<file path="src/rtl/sar_freq_tracker_pkg.sv">
// Package: shared types for the successive-approximation frequency tracker.
// Assumes nothing beyond IEEE 1800-2017 enum support.
package sar_freq_tracker_pkg;

    // Search controller states.
    typedef enum logic [1:0] {
        TRK_IDLE  = 2'd0,   // finished, aborted or never started
        TRK_ARM   = 2'd1,   // waiting for the edge that opens the first trial
        TRK_TRIAL = 2'd2    // one trial in progress, bit under test set
    } trk_state_t;

endpackage

</file>
<file path="src/rtl/sar_edge_sync.sv">
// Module: two-flop synchronizer followed by a rising-edge detector.
// Assumes sig_in is asynchronous to clk. Its high and low phases must each
// last at least one clock, or an edge can be lost.
module sar_edge_sync (
    input  logic clk,
    input  logic rst_n,
    input  logic sig_in,
    output logic rise
);
    logic meta_q, sync_q, prev_q;

    // Shift the input through the metastability stages and keep one older sample.
    always_ff @(posedge clk) begin
        if (!rst_n) begin
            meta_q <= 1'b0;
            sync_q <= 1'b0;
            prev_q <= 1'b0;
        end else begin
            meta_q <= sig_in;
            sync_q <= meta_q;
            prev_q <= sync_q;
        end
    end

    // A new high synchronized sample after a low one marks a rising edge.
    always_comb rise = sync_q & ~prev_q;
endmodule

</file>
<file path="src/rtl/sar_phase_acc.sv">
// Module: phase accumulator with synchronous clear and combinational carry-out.
// Assumes step is stable during a trial. clr takes priority over en.
module sar_phase_acc #(
    parameter int W = 28
) (
    input  logic         clk,
    input  logic         rst_n,
    input  logic         clr,
    input  logic         en,
    input  logic [W-1:0] step,
    output logic         carry
);
    logic [W-1:0] phase_q;
    logic [W:0]   sum;

    // Widened sum exposes the wrap of this clock's addition.
    always_comb begin
        sum   = {1'b0, phase_q} + {1'b0, step};
        carry = en & sum[W];
    end

    // Restart from zero phase on clr, otherwise advance while enabled.
    always_ff @(posedge clk) begin
        if (!rst_n || clr) phase_q <= '0;
        else if (en)       phase_q <= sum[W-1:0];
    end
endmodule

</file>
<file path="src/rtl/sar_edge_timer.sv">
// Module: counts clocks since the last processed edge and flags expiry.
// Assumes limit is held steady during a search. expired is suppressed
// in a cycle that also clears the count.
module sar_edge_timer #(
    parameter int TW = 20
) (
    input  logic          clk,
    input  logic          rst_n,
    input  logic          clr,
    input  logic          en,
    input  logic [TW-1:0] limit,
    output logic          expired
);
    logic [TW-1:0] cnt_q;

    // Expiry when the count has reached the limit with no clearing event.
    always_comb expired = en & ~clr & (cnt_q == limit);

    // Clear on an event, otherwise count while a search is active.
    always_ff @(posedge clk) begin
        if (!rst_n || clr) cnt_q <= '0;
        else if (en)       cnt_q <= cnt_q + 1'b1;
    end
endmodule

</file>
<file path="src/rtl/sar_freq_tracker.sv">
// Module: top of the frequency tracker. A successive-approximation controller
// tunes a phase accumulator so that one input period holds as many
// accumulator steps as possible without a wrap.
// Assumes start is a one-clock pulse and edge_timeout is steady during a search.
module sar_freq_tracker #(
    parameter int WORD_W = 28,
    parameter int TMO_W  = 20
) (
    input  logic              clk,
    input  logic              rst_n,
    input  logic              sig_in,
    input  logic              start,
    input  logic [TMO_W-1:0]  edge_timeout,
    output logic [WORD_W-1:0] tune_word,
    output logic              locked,
    output logic              timed_out
);
    import sar_freq_tracker_pkg::*;

    localparam int IDX_W = (WORD_W > 1) ? $clog2(WORD_W) : 1;
    localparam logic [IDX_W-1:0] TOP_IDX = IDX_W'(WORD_W - 1);

    trk_state_t        state_q;
    logic [IDX_W-1:0]  idx_q;
    logic              wrapped_q;
    logic              rise, carry, expired, early, busy, evt_clr;
    logic [WORD_W-1:0] mask, word_dec;

    sar_edge_sync u_sync (
        .clk    (clk),
        .rst_n  (rst_n),
        .sig_in (sig_in),
        .rise   (rise)
    );

    sar_phase_acc #(.W(WORD_W)) u_acc (
        .clk   (clk),
        .rst_n (rst_n),
        .clr   (evt_clr),
        .en    (state_q == TRK_TRIAL),
        .step  (tune_word),
        .carry (carry)
    );

    sar_edge_timer #(.TW(TMO_W)) u_timer (
        .clk     (clk),
        .rst_n   (rst_n),
        .clr     (evt_clr),
        .en      (busy),
        .limit   (edge_timeout),
        .expired (expired)
    );

    // Decision terms: bit under test and the word after deciding it.
    always_comb begin
        busy     = (state_q != TRK_IDLE);
        evt_clr  = start | rise;
        mask     = WORD_W'(1) << idx_q;
        early    = wrapped_q | carry;
        word_dec = early ? (tune_word & ~mask) : tune_word;
        if (idx_q != '0) word_dec = word_dec | (mask >> 1);
    end

    // Search controller: arm, one trial per input period, lock or abort.
    always_ff @(posedge clk) begin
        if (!rst_n) begin
            state_q   <= TRK_IDLE;
            idx_q     <= '0;
            wrapped_q <= 1'b0;
            tune_word <= '0;
            locked    <= 1'b0;
            timed_out <= 1'b0;
        end else if (start) begin
            state_q   <= TRK_ARM;
            idx_q     <= TOP_IDX;
            wrapped_q <= 1'b0;
            tune_word <= '0;
            locked    <= 1'b0;
            timed_out <= 1'b0;
        end else begin
            case (state_q)
                TRK_ARM: begin
                    if (rise) begin
                        tune_word <= tune_word | mask;
                        wrapped_q <= 1'b0;
                        state_q   <= TRK_TRIAL;
                    end else if (expired) begin
                        timed_out <= 1'b1;
                        state_q   <= TRK_IDLE;
                    end
                end
                TRK_TRIAL: begin
                    if (rise) begin
                        tune_word <= word_dec;
                        wrapped_q <= 1'b0;
                        if (idx_q == '0) begin
                            locked  <= 1'b1;
                            state_q <= TRK_IDLE;
                        end else begin
                            idx_q <= idx_q - 1'b1;
                        end
                    end else if (expired) begin
                        timed_out <= 1'b1;
                        state_q   <= TRK_IDLE;
                    end else begin
                        wrapped_q <= wrapped_q | carry;
                    end
                end
                default: ;
            endcase
        end
    end
endmodule

</file>
<file path="config.mk">
export PLATFORM = sky130hd
export DESIGN_NAME = sar_freq_tracker
export DESIGN_NICKNAME = d
export VERILOG_FILES = /design/src/rtl/sar_freq_tracker_pkg.sv /design/src/rtl/sar_edge_sync.sv /design/src/rtl/sar_phase_acc.sv /design/src/rtl/sar_edge_timer.sv /design/src/rtl/sar_freq_tracker.sv
export SDC_FILE = /design/constraint.sdc
export NUM_CORES = 1
export LEC_CHECK = 0
export ABC_AREA = 1
export CAP_MARGIN = 5
export CORE_MARGIN = 4
export CORE_UTILIZATION = 54
export CTS_CLUSTER_SIZE = 25
export DETAILED_ROUTE_END_ITERATION = 7
export GPL_TIMING_DRIVEN = 1
export PLACE_DENSITY = 0.84
export SETUP_SLACK_MARGIN = 0.3
export SLEW_MARGIN = 10
export SYNTH_ARGS = -nofsm -noshare
export SYNTH_HDL_FRONTEND = slang
export SYNTH_HIERARCHICAL = 1
export SYNTH_SLANG_ARGS = --single-unit
export TNS_END_PERCENT = 100
</file>
<file path="constraint.sdc">
create_clock -name clk -period 2.6 [get_ports clk]
set_clock_uncertainty 0.15 [all_clocks]
set_input_delay 0.78 -clock clk [delete_from_list [all_inputs] [get_ports clk]]
set_output_delay 0.78 -clock clk [all_outputs]
set_load 0.02 [all_outputs]
</file>
==> flow_metrics.py <==
metrics = {
    "grt": {
        "overflow": 0,
        "antenna_found_initial": 2,
        "grt_pass1_wl_mm": 33.4,
        "grt_start_max_net_pins": 29,
        "grt_pass1_vias": 7218,
        "track_usage_pct": 28.2,
    },
    "power_and_ir_drop": {
        "netSwitchingPower_w": 0.000765,
        "peakVddDrop_v": 0.000291,
        "clockPowerShare_pct": 44.7,
        "seq_power_share_pct": 47.4,
        "p_per_area_nw_per_um2": 330,
        "combinationalPowerShare_pct": 8.0,
        "p_leak_nw": 4.58,
        "p_sw_share_pct": 26.1,
        "intPower_w": 0.00216,
    },
    "route": {
        "antenna_left": 0,
        "drtIter0Drc": 923,
        "routed_wl_mm": 21.7,
        "drc": 10,
        "wl_per_cell_um": 14.6,
        "num_vias": 7879,
        "via_per_inst": 5.29,
        "firstDrtPassIters": 8,
    },
    "status": {
        "violations": "design-rule violations, negative setup slack",
        "status": "finished with violations",
    },
    "worst_setup_path": {
        "crit_top_cell": "nand2_1",
        "required_ns": 2.68,
        "cp.arrival_ns": 2.80,
        "r2r-start": "tune_word[5]$_SDFFE_PP0P_",
        "crit_slowest_cell": "ha_1",
        "cp.buffers_inverters": 2,
        "cp_max_fo": 6,
        "critPathTopFamily": "simple AND/OR/NAND/NOR gates",
        "critical-path-max-stage-delay_ns": 0.35,
        "crit_path_cell_trace": "ha_1 > nand2_1 > nand2_1 > nand2_1 > nand2_1 > nand2_1 > nand2_1 > nand2_1 > nand3_1 > nand3_1 > a21oi_2 > nor2_4 > inv_2 > nand2_4 > buf_6 > o21ai_1 > a21oi_1",
        "criticalPathCategory": "flip-flop to flip-flop",
        "worstSetupStartpointType": "flip-flop",
        "crit_start": "tune_word[5]$_SDFFE_PP0P_",
        "cp-end-kind": "flip-flop",
    },
    "synth": {
        "netlist_top_cells_area": "dfxtp_1 (26%), nand2_1 (20%), inv_1 (11%), nor2_1 (10%), ha_1 (6.7%)",
        "yosys.area.top_type": "dfxtp_1",
        "synth.yosys.warnings": 6,
        "synth_most_common_cell": "nand2_1",
        "syn_area_um2": 6930,
        "synth_common_cells": "nand2_1 (365), inv_1 (202), nor2_1 (187)",
        "synth_ff_type": "dfxtp_1",
        "synth_area_per_cell_um2": 5.82,
        "async_flop_share_pct": 0,
        "synth.distinct_cells": 40,
        "ys_ff_latch": 89,
        "synth_top_area_share_pct": 25.7,
        "syn_nets": 1253,
        "postSynthCellCount": 1191,
        "synth_edf_count": 0,
        "synth_sequential_area_ratio_pct": 25.7,
    },
    "timing": {
        "period_minus_slack_ns": 2.73,
        "worst_slew_pin_slew_ns": 0.696,
        "finalCritPeriodShare_pct": 105,
        "maxSlewViolCount": 0,
        "clock.fmax_ghz": 0.366,
        "hold-worst-slack_ns": 0.262,
        "setup_viol": 27,
        "final-hold-violation-count": 0,
        "rsz0062_at_grt": "yes",
        "finalWorstSetupSlack_ns": -0.129,
        "relSlewSlack_pct": 53.2,
    },
    "cts": {
        "clk-insertion-delay-late_ns": 0.37,
        "cts_sinks": 89,
        "cts_tree": "done",
        "path_clk_slew_ns": 0.07,
        "cts_root_buf": "clkbuf_16",
        "htree_levels": 3,
        "cts_made_buffers": 9,
        "hold_buffers": 0,
        "cts_buffer_depth": 2,
    },
    "floorplan": {
        "initial_core_util_pct": 55.1,
        "die_x_um": 121,
        "pin_count": 54,
        "design.die.area_um2": 14700,
        "dieHeight_um": 121,
        "core_um2": 12600,
        "placementRows": 41,
    },
    "min_path": {
        "hold_path.class": "flip-flop to flip-flop",
        "hp-start": "u_sync/meta_q$_SDFF_PN0_",
    },
    "finish": {
        "syn2layout_area_growth_pct": 28.3,
        "drive_above_1_share_pct": 18.2,
        "finalNetCount": 1375,
        "fillers": 1034,
        "antenna-diode-count": 0,
        "fin_cells": 1490,
    },
    "placement": {
        "placed_cells": 1467,
        "dpl.hpwl_mm": 15.4,
        "place_ws_ns": -0.0951,
        "io_buffers": 53,
        "gp_congestion": 0.978,
    },
    "job": {
        "cap_violations": 0,
    },
}
[sequential cells by signal, summed over array words and instances (netlist names)]
name,cells
wrapped_q,1
u_sync/meta_q,1
idx_q,5
u_sync/sync_q,1
u_timer/cnt_q,20
timed_out,1
tune_word,28
u_acc/phase_q,28
locked,1
u_sync/prev_q,1
state_q,2
[metal layers]
metal / up-vias / track usage, % / wire, um
li1: 3899 / - / -
met5: - / 0 / 20
met1: 3470 / 34.3 / 8600
met2: 400 / 47.4 / 10100
met3: 108 / 5.78 / 1790
met4: 2 / 13.8 / 1210
[path summary, 6_finish.rpt]
check	endpoint	slack, ns	cells past startpoint
max	tune_word[20]$_SDFFE_PP0P_	-0.13	17
min	u_sync/sync_q$_SDFF_PN0_	0.26	2
max reg2reg	tune_word[20]$_SDFFE_PP0P_	-0.13	17
min reg2reg	u_sync/sync_q$_SDFF_PN0_	0.26	2
[through the flow]
step	power (W)	setup TNS (ns)	cell area [um^2]	util (%)
2_1_floorplan	0.00155	0	7010	-
3_3_place_gp	0.00164	-0.0733	8200	65.2
3_5_place_dp	0.00164	-0.157	8200	65.2
6_report	0.00293	-1.83	8890	70.7
4_1_cts	0.00292	0	8530	67.8
5_1_grt	0.00302	-4.60	8890	70.7
[layout by cell type (no fill, tap or decap), drive strengths merged]
cell type and instances:
nand2 374, nor2 217, inv 210, dfxtp 89, buf 81, nand3 80, a21oi 56, o21ai 48
ha 37, dlygate4sd2 28, clkdlybuf4s50 25, xor2 15, clkbuf 12, nand4 11, nor3 9, a21boi 3
clkinvlp 2, o21bai 2, and3 2, a21o 2, nand3b 2, or2 2, clkinv 2, a31oi 1
o31ai 1, a211oi 1, and2 1, fa 1, o22ai 1, xnor2 1, o21a 1, nor4 1
[logic make-up after synthesis]
| group | share of synthesized area [%] |
|---|---|
| XOR/XNOR | 2.02 |
| AND/OR/NAND/NOR | 43.0 |
| adder cells (fa/ha/maj) | 6.97 |
| buffers and inverters | 13.3 |
| AO/OA/AOI/OAI | 8.94 |
| flip-flops | 25.7 |
[worst register-to-register path: stages, from the launching register on]
cell	delay [ns]
dfxtp_1	0.34
ha_1	0.36
nand2_1	0.07
nand2_1	0.09
nand2_1	0.06
nand2_1	0.08
nand2_1	0.06
nand2_1	0.07
nand2_1	0.09
nand3_1	0.12
nand3_1	0.11
a21oi_2	0.29
nor2_4	0.10
inv_2	0.09
nand2_4	0.10
buf_6	0.16
o21ai_1	0.15
a21oi_1	0.09
[cell type report]
cell class / instances / area, um^2 / share of cell area [%]
inverters: 209 / 788 / 8.87
clock buffers: 11 / 253 / 2.84
multi-input cells: 869 / 4630 / 52.1
repair buffers: 135 / 1160 / 13.1
well taps: 172 / 215 / 2.42
clock inverters: 5 / 36.3 / 0.408
flip-flops and latches: 89 / 1800 / 20.3
[power by group through the flow]
| stage | Sequential [W] | Combinational (W) | Clock (W) |
|---|---|---|---|
| floorplan | 0.00141 | 0.000141 | 0 |
| global route | 0.00139 | 0.000257 | 0.00138 |
| global placement | 0.00142 | 0.000218 | 0 |
| detailed placement | 0.00142 | 0.000221 | 0 |
| CTS | 0.00139 | 0.000223 | 0.00131 |
| finish | 0.00139 | 0.000233 | 0.00131 |
[timing repair]
item	in CTS	in global routing
resized for setup	45	86
buffers inserted	2	4
setup endpoints to repair	58	33
cloned	0	1
pin swaps	14	41
Note: power is estimated with default switching activity, not from simulation.
